**config.mk**
```make
export PLATFORM = sky130hd
export DESIGN_NAME = pcm_quad_rx
export DESIGN_NICKNAME = d
export VERILOG_FILES = /design/src/rtl/pcm_rx_pkg.sv /design/src/rtl/pcm_line_sync.sv /design/src/rtl/pcm_lane_rx.sv /design/src/rtl/pcm_rr_pick.sv /design/src/rtl/pcm_quad_rx.sv
export SDC_FILE = /design/constraint.sdc
export NUM_CORES = 1
export LEC_CHECK = 0
export BUFFER_PORTS_ARGS = -buffer_cell sky130_fd_sc_hd__buf_4
export CAP_MARGIN = 10
export CORE_UTILIZATION = 66
export DETAILED_ROUTE_END_ITERATION = 16
export PLACE_DENSITY = 0.85
export SLEW_MARGIN = 25
export SYNTH_ARGS = -nofsm -noshare
export SYNTH_HDL_FRONTEND = slang
export SYNTH_SLANG_ARGS = --single-unit
```
**constraint.sdc**
```tcl
create_clock -name clk -period 3.3 [get_ports clk]
set_clock_uncertainty 0.05 [all_clocks]
set_input_delay 0.33 -clock clk [delete_from_list [all_inputs] [get_ports clk]]
set_output_delay 0.33 -clock clk [all_outputs]
set_load 0.02 [all_outputs]
```
**src/rtl/pcm_rx_pkg.sv**
```systemverilog
package pcm_rx_pkg;

    localparam int unsigned PCM_LANES_DEF  = 4;
    localparam int unsigned PCM_WORD_DEF   = 16;
    localparam int unsigned PCM_SYNC_DEF   = 2;

    // Deserialiser phase: waiting for a frame marker, or collecting bits
    typedef enum logic {
        RX_WAIT  = 1'b0,
        RX_SHIFT = 1'b1
    } rx_phase_e;

endpackage

```
**src/rtl/pcm_line_sync.sv**
```systemverilog
module pcm_line_sync #(
    parameter int unsigned STAGES = 2
) (
    input  logic clk,
    input  logic rst_n,
    input  logic bclk_i,
    input  logic fs_i,
    input  logic dat_i,
    output logic fall_o,
    output logic fs_o,
    output logic dat_o
);

    typedef struct packed {
        logic [STAGES-1:0] bclk_sh;
        logic [STAGES-1:0] fs_sh;
        logic [STAGES-1:0] dat_sh;
        logic              bclk_last;
    } sync_t;

    sync_t st_d, st_q;

    always_comb begin
        st_d           = st_q;
        st_d.bclk_sh   = {st_q.bclk_sh[STAGES-2:0], bclk_i};
        st_d.fs_sh     = {st_q.fs_sh[STAGES-2:0], fs_i};
        st_d.dat_sh    = {st_q.dat_sh[STAGES-2:0], dat_i};
        st_d.bclk_last = st_q.bclk_sh[STAGES-1];
    end

    always_ff @(posedge clk or negedge rst_n) begin
        if (!rst_n) begin
            st_q <= '0;
        end else begin
            st_q <= st_d;
        end
    end

    // Falling edge of the resynchronised bit clock; marker and data taken
    // from the same chain depth so all three see the same input instant.
    assign fall_o = st_q.bclk_last & ~st_q.bclk_sh[STAGES-1];
    assign fs_o   = st_q.fs_sh[STAGES-1];
    assign dat_o  = st_q.dat_sh[STAGES-1];

endmodule

```
**src/rtl/pcm_lane_rx.sv**
```systemverilog
module pcm_lane_rx
    import pcm_rx_pkg::*;
#(
    parameter int unsigned WORD_W = PCM_WORD_DEF
) (
    input  logic              clk,
    input  logic              rst_n,
    input  logic              fall_i,
    input  logic              fs_i,
    input  logic              dat_i,
    input  logic              take_i,
    output logic              pend_o,
    output logic [WORD_W-1:0] word_o,
    output logic              ovr_o
);

    localparam int unsigned      CNT_W    = $clog2(WORD_W);
    localparam logic [CNT_W-1:0] LAST_BIT = CNT_W'(WORD_W - 1);

    typedef struct packed {
        rx_phase_e         phase;
        logic [CNT_W-1:0]  cnt;
        logic [WORD_W-1:0] shreg;
        logic [WORD_W-1:0] hold;
        logic              pend;
        logic              ovr;
    } lane_t;

    lane_t ln_d, ln_q;
    logic  done;
    logic  [WORD_W-1:0] done_word;

    always_comb begin
        ln_d      = ln_q;
        done      = 1'b0;
        done_word = {ln_q.shreg[WORD_W-2:0], dat_i};

        if (fall_i) begin
            if (fs_i) begin
                // Marker seen: (re)start, any partial bits are dropped
                ln_d.phase = RX_SHIFT;
                ln_d.cnt   = '0;
            end else if (ln_q.phase == RX_SHIFT) begin
                ln_d.shreg = done_word;
                if (ln_q.cnt == LAST_BIT) begin
                    done       = 1'b1;
                    ln_d.phase = RX_WAIT;
                    ln_d.cnt   = '0;
                end else begin
                    ln_d.cnt = ln_q.cnt + 1'b1;
                end
            end
        end

        if (take_i) begin
            ln_d.pend = 1'b0;
        end
        if (done) begin
            ln_d.hold = done_word;
            ln_d.pend = 1'b1;
            if (ln_q.pend && !take_i) begin
                ln_d.ovr = 1'b1;
            end
        end
    end

    always_ff @(posedge clk or negedge rst_n) begin
        if (!rst_n) begin
            ln_q <= '{phase: RX_WAIT, default: '0};
        end else begin
            ln_q <= ln_d;
        end
    end

    assign pend_o = ln_q.pend;
    assign word_o = ln_q.hold;
    assign ovr_o  = ln_q.ovr;

    // overrun flag is sticky
    p_overrun_sticky_r7: assert property (@(posedge clk) disable iff (!rst_n)
        ln_q.ovr |=> ln_q.ovr);

    // a waiting sample only leaves through a grant
    p_pend_kept_r6: assert property (@(posedge clk) disable iff (!rst_n)
        (ln_q.pend && !take_i) |=> ln_q.pend);

    // the output side never takes from an empty slot
    p_take_needs_pend_r6: assert property (@(posedge clk) disable iff (!rst_n)
        take_i |-> ln_q.pend);

endmodule

```
**src/rtl/pcm_rr_pick.sv**
```systemverilog
module pcm_rr_pick #(
    parameter int unsigned LANES = 4
) (
    input  logic              clk,
    input  logic              rst_n,
    input  logic [LANES-1:0]  req_i,
    input  logic              adv_i,
    output logic [LANES-1:0]  gnt_o,
    output logic [((LANES > 1) ? $clog2(LANES) : 1)-1:0] idx_o,
    output logic              any_o
);

    localparam int unsigned LANE_W = (LANES > 1) ? $clog2(LANES) : 1;

    typedef struct packed {
        logic [LANE_W-1:0] ptr;
        logic              lock;
        logic [LANE_W-1:0] lock_idx;
    } rr_t;

    rr_t rr_d, rr_q;
    logic              found;
    logic [LANE_W-1:0] idx;
    int unsigned       cand;

    always_comb begin
        rr_d  = rr_q;
        found = 1'b0;
        idx   = '0;
        cand  = 0;
        for (int unsigned k = 0; k < LANES; k++) begin
            cand = int'(rr_q.ptr) + k;
            if (cand >= LANES) begin
                cand = cand - LANES;
            end
            if (!found && req_i[cand]) begin
                found = 1'b1;
                idx   = LANE_W'(cand);
            end
        end
        // A stalled presentation keeps its lane
        if (rr_q.lock && req_i[rr_q.lock_idx]) begin
            found = 1'b1;
            idx   = rr_q.lock_idx;
        end

        gnt_o = '0;
        if (found) begin
            gnt_o[idx] = 1'b1;
        end

        rr_d.lock     = found && !adv_i;
        rr_d.lock_idx = idx;
        if (found && adv_i) begin
            rr_d.ptr = (int'(idx) == LANES - 1) ? '0 : idx + 1'b1;
        end
    end

    always_ff @(posedge clk or negedge rst_n) begin
        if (!rst_n) begin
            rr_q <= '0;
        end else begin
            rr_q <= rr_d;
        end
    end

    assign idx_o = idx;
    assign any_o = found;

    // at most one lane granted
    p_grant_onehot_r8: assert property (@(posedge clk) disable iff (!rst_n)
        $onehot0(gnt_o));

    // a grant only goes to a waiting lane, and some lane is granted when any waits
    p_grant_in_req_r8: assert property (@(posedge clk) disable iff (!rst_n)
        ((gnt_o & ~req_i) == '0) && ((req_i != '0) == (gnt_o != '0)));

endmodule

```
**src/rtl/pcm_quad_rx.sv**
```systemverilog
module pcm_quad_rx
    import pcm_rx_pkg::*;
#(
    parameter int unsigned LANES  = PCM_LANES_DEF,
    parameter int unsigned WORD_W = PCM_WORD_DEF,
    parameter int unsigned STAGES = PCM_SYNC_DEF,
    localparam int unsigned LANE_W = (LANES > 1) ? $clog2(LANES) : 1
) (
    input  logic              clk,
    input  logic              rst_n,
    input  logic [LANES-1:0]  bclk_i,
    input  logic [LANES-1:0]  fs_i,
    input  logic [LANES-1:0]  dat_i,
    input  logic              out_ready_i,
    output logic              out_valid_o,
    output logic [LANE_W-1:0] out_lane_o,
    output logic [WORD_W-1:0] out_data_o,
    output logic [LANES-1:0]  overrun_o
);

    logic [LANES-1:0]  fall_s, fs_s, dat_s;
    logic [LANES-1:0]  pend, gnt, take;
    logic [WORD_W-1:0] word [LANES];
    logic [LANE_W-1:0] pick_idx;
    logic              pick_any;

    for (genvar g = 0; g < LANES; g++) begin : g_lane
        pcm_line_sync #(
            .STAGES (STAGES)
        ) sync_i (
            .clk    (clk),
            .rst_n  (rst_n),
            .bclk_i (bclk_i[g]),
            .fs_i   (fs_i[g]),
            .dat_i  (dat_i[g]),
            .fall_o (fall_s[g]),
            .fs_o   (fs_s[g]),
            .dat_o  (dat_s[g])
        );

        pcm_lane_rx #(
            .WORD_W (WORD_W)
        ) rx_i (
            .clk    (clk),
            .rst_n  (rst_n),
            .fall_i (fall_s[g]),
            .fs_i   (fs_s[g]),
            .dat_i  (dat_s[g]),
            .take_i (take[g]),
            .pend_o (pend[g]),
            .word_o (word[g]),
            .ovr_o  (overrun_o[g])
        );

        assign take[g] = gnt[g] & out_ready_i;
    end

    pcm_rr_pick #(
        .LANES (LANES)
    ) pick_i (
        .clk   (clk),
        .rst_n (rst_n),
        .req_i (pend),
        .adv_i (out_ready_i),
        .gnt_o (gnt),
        .idx_o (pick_idx),
        .any_o (pick_any)
    );

    assign out_valid_o = pick_any;
    assign out_lane_o  = pick_idx;
    assign out_data_o  = word[pick_idx];

    // a stalled output keeps its valid and its lane
    p_stall_holds_r6: assert property (@(posedge clk) disable iff (!rst_n)
        (out_valid_o && !out_ready_i) |=> (out_valid_o && $stable(out_lane_o)));

    // the presented lane really has a waiting sample
    p_lane_pending_r6: assert property (@(posedge clk) disable iff (!rst_n)
        out_valid_o |-> pend[out_lane_o]);

endmodule

```
* Word-level counts from Yosys, hierarchy flattened
Cells that the tools add are included.
** Word-level totals
- Flip-flop bits (word level) :: 189
- Input port bits :: 15
- Output and inout bits :: 23
- Logic and storage cells :: 203
** Cells by class
- $add $sub $neg :: 12
- $lt $le $gt $ge :: 12
- Equality and inequality tests :: 5
- Muxes and demuxes :: 75
- Bitwise gates (word level) :: 17
- Reductions and logical operators :: 39
** Operators by type and width (number)
- $lt 32x3->1 const B :: 4
- $mux 32 :: 4
- $ge 32x3->1 const B :: 3
- $sub 32x3->32 const B :: 3
- $mux 21 :: 4
- $mux 1 :: 39
- $bmux 16 s2 :: 1
- $mux 16 :: 2
- $mux 2 :: 10
- $mux 4 :: 5
- $mux 5 :: 4
- $add 4x1->4 const B :: 4
- $eq 4x4->1 const B :: 4
- $reduce_and 2->1 :: 8
- $reduce_bool 2->1 :: 8
- $reduce_and 3->1 :: 4
- $logic_and 1x1->1 :: 11
- $bmux 1 s2 :: 5
- $and 1x1->1 :: 8
- $logic_not 1->1 :: 8
- $not 1->1 :: 8
- $add 2x2->3 const B :: 2
- $lt 2x3->1 const B :: 2
- $sub 2x3->4 const B :: 1
- other kinds (8) :: 8

* Logic depth before layout (Yosys ltp)
Gate-level depths: netlist (run 1).
- Depth after elaboration :: 25
- Mapped depth :: 10
- Mapped depth without buffers :: 8

* By module
Synthesis (run 1) repeated with hierarchy kept, for this count alone.
** Unflattened totals
- Cell total of the unflattened synthesis :: 687
- Area, all modules :: 8385.5 µm²
** Modules (own cells, without submodules)
- pcm_lane_rx :: instances 4, cells an instance 143, area an instance 1649.1 µm², sequential area each 950.9 µm²
- pcm_line_sync :: instances 4, cells an instance 8, area an instance 188.9 µm², sequential area each 175.2 µm²
- pcm_rr_pick :: instances 1, cells an instance 59, area an instance 584.3 µm², sequential area each 125.1 µm²
- pcm_quad_rx :: instances 1, cells an instance 24, area an instance 449.2 µm², sequential area each 0.0 µm²

* Worst setup path before layout (run 1)
No wires, ideal clock.
- Kind :: flip-flop to output port
- Start :: reg g_lane[1].rx_i.ln_q (netlist bit g_lane[1].rx_i.pend_o)
- End :: out out_data_o[12]
- Arrival :: 1833 ps
- Required time :: 2920 ps
- Setup slack :: 1087 ps
- Cell stages (with the launch flop) :: 8
- Path buffers :: 2
- Cell sequence :: dfrtp_1 -> buf_2 -> mux2_4 -> nand3b_4 -> o21ai_2 -> o32ai_4 -> buf_6 -> mux2_2
** On the way
- Word-level cells in the longest chain between the ends :: 17
- Elaborated cells on any way between the ends :: 29
- Classes of those cells :: 21 x mux; 1 x bitwise; 7 x reduce/logical
** Ends and longest elaborated chain
- from (decl) :: line pcm_lane_rx.sv:29 : lane_t ln_d, ln_q;
- from (signal assigned) :: line pcm_lane_rx.sv:71 : ln_q <= ln_d;
- $bmux 1 s2 :: line pcm_rr_pick.sv:36 : if (!found && req_i[cand]) begin
- $mux 1 (not written as such) :: line pcm_rr_pick.sv:36
- $mux 1 :: line pcm_rr_pick.sv:36
- $logic_not 1->1 :: line pcm_rr_pick.sv:36
- $logic_and 1x1->1 :: line pcm_rr_pick.sv:36
- $mux 1 :: line pcm_rr_pick.sv:36
- $logic_not 1->1 :: line pcm_rr_pick.sv:36
- $logic_and 1x1->1 :: line pcm_rr_pick.sv:36
- $mux 1 :: line pcm_rr_pick.sv:36
- $logic_not 1->1 :: line pcm_rr_pick.sv:36
- $logic_and 1x1->1 :: line pcm_rr_pick.sv:36
- $mux 2 :: line pcm_rr_pick.sv:36
- $mux 2 (*) :: line pcm_rr_pick.sv:42 : if (rr_q.lock && req_i[rr_q.lock_idx]) begin
- $not 2->3 (not written as such) (*) :: line pcm_quad_rx.sv:72 : assign out_data_o = word[pick_idx];
- $bmux 16 s2 (*) :: line pcm_quad_rx.sv:72
- $mux 16 (not written as such) (*) (2 in series) :: line pcm_quad_rx.sv:72
- to (decl) :: line pcm_quad_rx.sv:17 : output logic [WORD_W-1:0] out_data_o,
Every way passes the cells marked *; elsewhere a longest branch is shown, timed or not. The select of a mux whose other input is x is not followed.

* Worst setup path in the final report (run 1)
- Start :: reg g_lane[1].rx_i.ln_q (netlist bit g_lane[1].rx_i.pend_o)
- End :: out out_data_o[1]
Same word-level chain as after synthesis.

==> results of run 1 <==
## flip-flops by register name, indices dropped and copies added, names as in the netlist
register	cells
g_lane.sync_i.dat_o	4
pick_i.rr_q	5
g_lane.rx_i.pend_o	4
g_lane.sync_i.fs_o	4
g_lane.rx_i.ovr_o	4
g_lane.sync_i.st_d	16
g_lane.rx_i.word_o	64
g_lane.rx_i.ln_q	20
g_lane.sync_i.st_q	4
g_lane.rx_i.done_word	60
## cell families (layout without fill, tap and decap cells)
family | Yosys count | after routing
buffers and inverters | 53 | 108
flip-flops | 185 | 185
adder cells (fa/ha/maj) | 5 | 5
AND/OR/NAND/NOR | 190 | 190
multiplexers | 130 | 130
AO/OA/AOI/OAI | 159 | 159
## final cells by class
type / instances / area (µm²) / area share (%)
sequential: 185 / 4630 / 48.7
multi-input combinational: 484 / 3500 / 36.8
timing repair buffer: 69 / 567 / 5.96
clock buffer: 22 / 464 / 4.88
tap: 168 / 210 / 2.21
clock inverter: 10 / 108 / 1.13
inverter: 7 / 26.3 / 0.276
## routing by layer
metal	wire length, µm	GRT usage (%)
met2	8740	48.4
met3	1060	7.01
met1	7690	39.2
met4	448	12.1
met5	0	0
## cell usage after synthesis, drive strengths merged, types with 8 or more instances
master and count:
a21o 36, a21oi 14, mux2 128, nor3 8
dfrtp 185, nor2 8, o211ai 32, o21ai 55
clkbuf 20, nor2b 10, nand2 139, buf 26
## worst max-delay path by stage
stage	slack (ns)	to	startpoint	cells after the start
global route	0.05	out_data_o[15]	g_lane[1].rx_i.pend_o	7
detailed placement	0.62	out_data_o[1]	g_lane[1].rx_i.pend_o	7
global placement	0.67	out_data_o[1]	g_lane[1].rx_i.pend_o	7
CTS	0.15	out_data_o[1]	g_lane[1].rx_i.pend_o	7
floorplan	1.09	out_data_o[12]	g_lane[1].rx_i.pend_o	7
finish	0.15	out_data_o[1]	g_lane[1].rx_i.pend_o	7
## power by group through the flow
stage          Combinational (mW)  Sequential [mW]  Clock (mW)
4_1_cts                     0.704             2.74        1.99
2_1_floorplan               0.520             2.69           0
6_report                    0.702             2.75        1.97
3_3_place_gp                0.647             2.75           0
5_1_grt                     0.765             2.78        2.09
3_5_place_dp                0.688             2.78           0
## through the flow
stage / area [µm²] / utilization (%)
global route: 9510 / 77.8
detailed placement: 8800 / 72.1
floorplan: 8410 / -
CTS: 9510 / 77.8
global placement: 8800 / 72.1
finish: 9510 / 77.8
## repair_timing
action	in CTS	in global routing
buffers inserted	0	0
hold buffers	13	0
hold endpoints to repair	68	0
gates resized for setup	0	0
## worst register-to-register path, stage by stage, from the launching register on
cell and delay, ns:
sky130_fd_sc_hd__dfrtp_1 0.49, sky130_fd_sc_hd__mux2_4 0.32, sky130_fd_sc_hd__nand3b_4 0.30, sky130_fd_sc_hd__o21ai_2 0.15, sky130_fd_sc_hd__o32ai_4 0.24, sky130_fd_sc_hd__buf_4 0.23
sky130_fd_sc_hd__ha_1 0.18, sky130_fd_sc_hd__nand2_1 0.09, sky130_fd_sc_hd__a31o_2 0.25
==> Implementation_results.wiki, run 1 <==
{| class="wikitable"
! Metric !! Value
|-
| Antenna violations before repair || 0
|-
| Worst-Margin Slew || 0.920 ns
|-
| Highest-count cells in the layout ignoring fill and taps || sky130_fd_sc_hd__dfrtp_1, sky130_fd_sc_hd__nand2_1, sky130_fd_sc_hd__mux2_2
|-
| Area of the die || 0.0132 mm²
|-
| Root Driver || sky130_fd_sc_hd__clkbuf_16
|-
| # Max-Cap Violations || 0
|-
| Status || completed
|-
| Startpoint of the most critical register-to-register path || g_lane[1].rx_i.pend_o
|-
| Maximum fanout count along the critical path || 33
|-
| Detailed Routing Iterations Pass 1 || 5
|-
| Number of clock buffers inserted by TritonCTS || 17
|-
| Combinational family with the most area after synthesis || multiplexers
|-
| TritonCTS clock tree || done
|-
| Combinational share of power || 12.9%
|-
| Top-area cell type share of the netlist area || 55.0%
|-
| Final Wtd Congestion || 0.823
|-
| Violation count after the first detailed-route iteration || 543
|-
| Synthesized-area fraction occupied by adder cells || 0.744%
|-
| Worst slew slack as a fraction of its limit || 38.6%
|-
| Via count of the first global-routing pass || 5840
|-
| Number of clock sinks || 185
|-
| Dpl cells || 900
|-
| Multiplexer area fraction after synthesis || 17.9%
|-
| Worst reg2reg setup slack || 0.89 ns
|-
| Post-synth top flop || sky130_fd_sc_hd__dfrtp_1
|-
| Buffer levels on the longest clock path || 2
|-
| Average cell area after synthesis || 11.6 µm²
|-
| Post-DRT Antenna Nets || 0
|-
| Share of total power consumed by net switching || 27.4%
|-
| Worst hold-check slack || 0.182 ns
|-
| Cells taking the most area after synthesis || sky130_fd_sc_hd__dfrtp_1, sky130_fd_sc_hd__mux2_2, sky130_fd_sc_hd__nand2_1, sky130_fd_sc_hd__a21o_1, sky130_fd_sc_hd__o21ai_0
|-
| Nature of the critical path startpoint || flip-flop
|-
| Share of cells above drive strength 1 || 28.8%
|-
| Endpoint of the worst hold path || pick_i.rr_q[2]
|-
| Placed wire-length estimate || 11800 µm
|-
| H-tree levels || 4
|-
| Max incr delay on CP || 0.49 ns
|-
| Internal power contribution || 3.94 mW
|-
| Skew-Pair Late Insertion Delay || 0.43 ns
|-
| P per Cell Area || 571 mW/mm²
|-
| Total setup violations reported at the end of the flow || 0
|-
| Arrival time of the worst setup path || 2.77 ns
|-
| Post-synth top area cell || sky130_fd_sc_hd__dfrtp_1
|-
| Most common cell after layout, fill and taps aside || sky130_fd_sc_hd__dfrtp_1
|-
| LEAKAGE || 4.49 nW
|-
| Post-placement setup slack || 0.620 ns
|-
| Ordered list of cells on the worst path || mux2_4 > nand3b_4 > o21ai_2 > o32ai_4 > buf_4 > mux2_2 > buf_4
|-
| Cells after synthesis || 722
|-
| Number of antenna cells inserted || 0
|-
| Hold path start || out_ready_i
|-
| Starting utilization of the core area || 68.9%
|-
| Top delay family on crit path || multiplexers
|-
| Vias || 5786
|-
| Post-detailed-routing wire length || 17900 µm
|-
| Share of synthesized cell area in and, or, nand and nor gates || 10.0%
|-
| Part of the Yosys area used for sequential elements || 55.0%
|-
| Compound-Gate Fraction of Synth Area || 12.8%
|-
| Cell area after synthesis || 0.00841 mm²
|-
| Clock Power Share || 36.4%
|-
| Async S/R FF share, synth || 100%
|-
| Post-synthesis share of cell area spent on xor and xnor gates || 0%
|-
| PnR Total Power || 5.42 mW
|-
| Flip-flop and latch count after synthesis || 185
|-
| Max-slew violation count || 0
|-
| Crit Path Category || flip-flop to primary output
|-
| Total track usage || 29.9%
|-
| Data required, critical path || 2.92 ns
|-
| Standard-cell rows || 40
|-
| Leftover overflow at the end of global routing || 0
|-
| First-pass GRT wire length || 29500 µm
|-
| Final critical-path share of the clock period || 95.4%
|-
| Reg power frac || 50.7%
|-
| Number of remaining DRC errors || 0
|-
| Average via count per standard cell || 6.12
|-
| Synth unique cells || 51
|-
| Critical-path cell with the highest stage delay || sky130_fd_sc_hd__dfrtp_1
|-
| Number of flops mapped to enable cells by yosys || 0
|-
| Max rail drop VDD || 0.419 mV
|-
| Sort of element at the end of the critical path || primary output
|-
| Final Net Count || 784
|-
| Top Ports || 38
|-
| Y dimension of the die || 115 µm
|-
| Synthesized Nets || 742
|-
| Cell depth of the worst hold path || 3
|-
| Filler cell count || 760
|-
| Unrepaired setup endpoints after global routing || no
|-
| Warnings, synthesis || 0
|-
| Time the worst path needs with I/O delays and setup || 3.15 ns
|-
| Critical path's most frequent cell || sky130_fd_sc_hd__buf_4
|-
| Buffer and inverter count on the worst path || 2
|-
| Synth-to-layout area growth || 13.0%
|-
| Horizontal die dimension || 115 µm
|-
| Worst Hold Class || input pin to flip-flop
|-
| Least setup slack across all paths after layout || 0.150 ns
|-
| Setup TNS || 0 ns
|-
| Drt wl/cell || 19.0 µm
|-
| Clock slew seen by the registers of the worst setup and hold paths || 0.06 ns
|-
| Post-Layout Cell Count || 945
|-
| Placeable Area || 0.0122 mm²
|-
| Switch Pwr || 1.48 mW
|-
| Worst reg2reg path endpoint || g_lane[3].rx_i.ovr_o
|-
| Register-to-Register Path Depth || 8
|-
| Peak Freq || 317 MHz
|-
| Number of endpoints with negative hold slack in the final report || 0
|-
| I/O Buffers || 37
|-
| Pin count of the biggest net entering global routing || 92
|}
Note: power is estimated with default switching activity, not from simulation.
==> inputs of run 2 (changes only) <==
--- a/config.mk
+++ b/config.mk
@@ -7,9 +7,9 @@
 export LEC_CHECK = 0
 export BUFFER_PORTS_ARGS = -buffer_cell sky130_fd_sc_hd__buf_4
 export CAP_MARGIN = 10
-export CORE_UTILIZATION = 66
+export CORE_UTILIZATION = 61
 export DETAILED_ROUTE_END_ITERATION = 16
-export PLACE_DENSITY = 0.85
+export PLACE_DENSITY = 0.79
 export SLEW_MARGIN = 25
 export SYNTH_ARGS = -nofsm -noshare
 export SYNTH_HDL_FRONTEND = slang
==> constraint.sdc (replaced) <==
create_clock -name clk -period 3.05 [get_ports clk]
set_clock_uncertainty 0.05 [all_clocks]
set_input_delay 0.305 -clock clk [delete_from_list [all_inputs] [get_ports clk]]
set_output_delay 0.305 -clock clk [all_outputs]
set_load 0.02 [all_outputs]
==> run 2 against run 1 <==
Critical path depth stayed put. Highest routed layer unchanged. Global-route usage fell by 2.4 points. Via count increased by 1.3%.
==> Implementation_results.wiki, run 2 (synthesis gave the netlist of run 1 again) <==
{| class="wikitable"
! Metric !! Value
|-
| Final Wtd Congestion || 0.902
|-
| First-pass GRT wire length || 30100 µm
|-
| LEAKAGE || 4.53 nW
|-
| Synth-to-layout area growth || 13.7%
|-
| Average via count per standard cell || 6.13
|-
| Antenna violations before repair || 0
|-
| Most common cell after layout, fill and taps aside || sky130_fd_sc_hd__dfrtp_1
|-
| Placed wire-length estimate || 12000 µm
|-
| Total setup violations reported at the end of the flow || 0
|-
| Number of remaining DRC errors || 0
|-
| Skew-Pair Late Insertion Delay || 0.43 ns
|-
| Worst Setup SP || g_lane[1].rx_i.pend_o
|-
| Unrepaired setup endpoints after global routing || no
|-
| Drt wl/cell || 18.8 µm
|-
| Buffer levels on the longest clock path || 2
|-
| Number of endpoints with negative hold slack in the final report || 0
|-
| Sort of element at the end of the critical path || primary output
|-
| End of the critical path || out_data_o[1]
|-
| Via count of the first global-routing pass || 5883
|-
| Count of hold-fix buffers inserted at cts || 13
|-
| Number of clock buffers inserted by TritonCTS || 17
|-
| Post-detailed-routing wire length || 17900 µm
|-
| Root Driver || sky130_fd_sc_hd__clkbuf_16
|-
| Time the worst path needs with I/O delays and setup || 2.92 ns
|-
| H-tree levels || 4
|-
| TritonCTS clock tree || done
|-
| Total track usage || 27.5%
|-
| Peak Freq || 343 MHz
|-
| Clock slew seen by the registers of the worst setup and hold paths || 0.07 ns
|-
| Dpl cells || 911
|-
| # Max-Cap Violations || 0
|-
| P per Cell Area || 620 mW/mm²
|-
| Detailed Routing Iterations Pass 1 || 5
|-
| Horizontal die dimension || 119 µm
|-
| Vias || 5861
|-
| Arrival time of the worst setup path || 2.56 ns
|-
| Crit Path Category || flip-flop to primary output
|-
| Worst reg2reg path endpoint || pick_i.rr_q[4]
|-
| Register-to-Register Path Depth || 8
|-
| Maximum fanout count along the critical path || 14
|-
| Highest-count cells in the layout ignoring fill and taps || sky130_fd_sc_hd__dfrtp_1, sky130_fd_sc_hd__nand2_1, sky130_fd_sc_hd__mux2_2
|-
| Worst-Margin Slew || 0.819 ns
|-
| Worst reg2reg setup slack || 0.68 ns
|-
| Violation count after the first detailed-route iteration || 613
|-
| Filler cell count || 944
|-
| Final Net Count || 787
|-
| Placeable Area || 0.0133 mm²
|-
| Number of antenna cells inserted || 0
|-
| Number of flip-flops in the largest register || 64
|-
| Final critical-path share of the clock period || 95.7%
|-
| Max rail drop VDD || 0.552 mV
|-
| Area of the die || 0.0143 mm²
|-
| Number of setup buffers added after CTS || 0
|-
| Number of clock sinks || 185
|-
| Max-slew violation count || 0
|-
| Leftover overflow at the end of global routing || 0
|-
| Status || completed
|-
| Post-DRT Antenna Nets || 0
|-
| Startpoint of the most critical register-to-register path || g_lane[2].rx_i.pend_o
|-
| Pin count of the biggest net entering global routing || 75
|-
| Cells resized by post-CTS repair || 0
|-
| Standard-cell rows || 42
|-
| Top Ports || 38
|-
| Setup TNS || 0 ns
|-
| I/O Buffers || 37
|-
| Share of cells above drive strength 1 || 29.1%
|-
| Nature of the critical path startpoint || flip-flop
|-
| Starting utilization of the core area || 63.0%
|-
| Data required, critical path || 2.69 ns
|-
| Worst slew slack as a fraction of its limit || 45.4%
|-
| Y dimension of the die || 119 µm
|-
| Post-Layout Cell Count || 956
|-
| Worst Hold Class || input pin to flip-flop
|}
[run 2: per-stage QoR]
stage / hold WS (ns) / utilization [%] / setup WS [ns] / power, mW / area [µm²]
after floorplan: -0.0406 / - / 0.862 / 3.47 / 8410
after global placement: 0.283 / 66.3 / 0.637 / 3.68 / 8850
after detailed placement: 0.286 / 66.3 / 0.593 / 3.75 / 8850
after CTS: 0.141 / 71.6 / 0.130 / 5.96 / 9560
after global routing: 0.153 / 71.6 / 0.0403 / 6.19 / 9560
final: 0.148 / 71.6 / 0.131 / 5.92 / 9560
[run 2: worst min-delay path by stage]
stage,from,end,slack [ns],cells past startpoint
finish,out_ready_i,pick_i.rr_q[2],0.15,3
global route,out_ready_i,pick_i.rr_q[2],0.15,3
CTS,out_ready_i,pick_i.rr_q[2],0.14,3
detailed placement,g_lane[1].sync_i.st_d[6],g_lane[1].sync_i.st_d[0],0.29,0
global placement,g_lane[1].sync_i.st_d[4],g_lane[1].sync_i.fs_o,0.28,0
floorplan,rst_n,g_lane[0].rx_i.done_word[10],-0.04,0
[run 2: layout make-up]
| type | instances | area, µm² | area share (%) |
|---|---|---|---|
| flip-flops and latches | 185 | 4630 | 48.4 |
| multi-input cells | 484 | 3500 | 36.6 |
| repair buffers | 72 | 602 | 6.29 |
| clock buffers | 21 | 450 | 4.71 |
| well taps | 176 | 220 | 2.30 |
| clock inverters | 11 | 134 | 1.40 |
| inverters | 7 | 26.3 | 0.275 |
[run 2: power by group]
part	internal, mW	switching [mW]	total [mW]
logic	0.360	0.404	0.765
registers	2.72	0.256	2.97
clock network	1.25	0.941	2.19
[run 2: worst max-delay path, stage by stage (launching register included)]
cell	delay (ns)
sky130_fd_sc_hd__dfrtp_1	0.48
sky130_fd_sc_hd__mux2_4	0.32
sky130_fd_sc_hd__nand3b_4	0.15
sky130_fd_sc_hd__o21ai_2	0.10
sky130_fd_sc_hd__o32ai_4	0.22
sky130_fd_sc_hd__buf_4	0.31
sky130_fd_sc_hd__mux2_2	0.38
sky130_fd_sc_hd__buf_4	0.16
[run 2: routing by layer]
metal,GRT usage (%),wire length (µm),vias to the layer above
met3,6.94,1060,33
met5,0,0,-
li1,-,-,2638
met1,36.4,7620,2967
met4,9.92,392,0
met2,44.1,8860,223
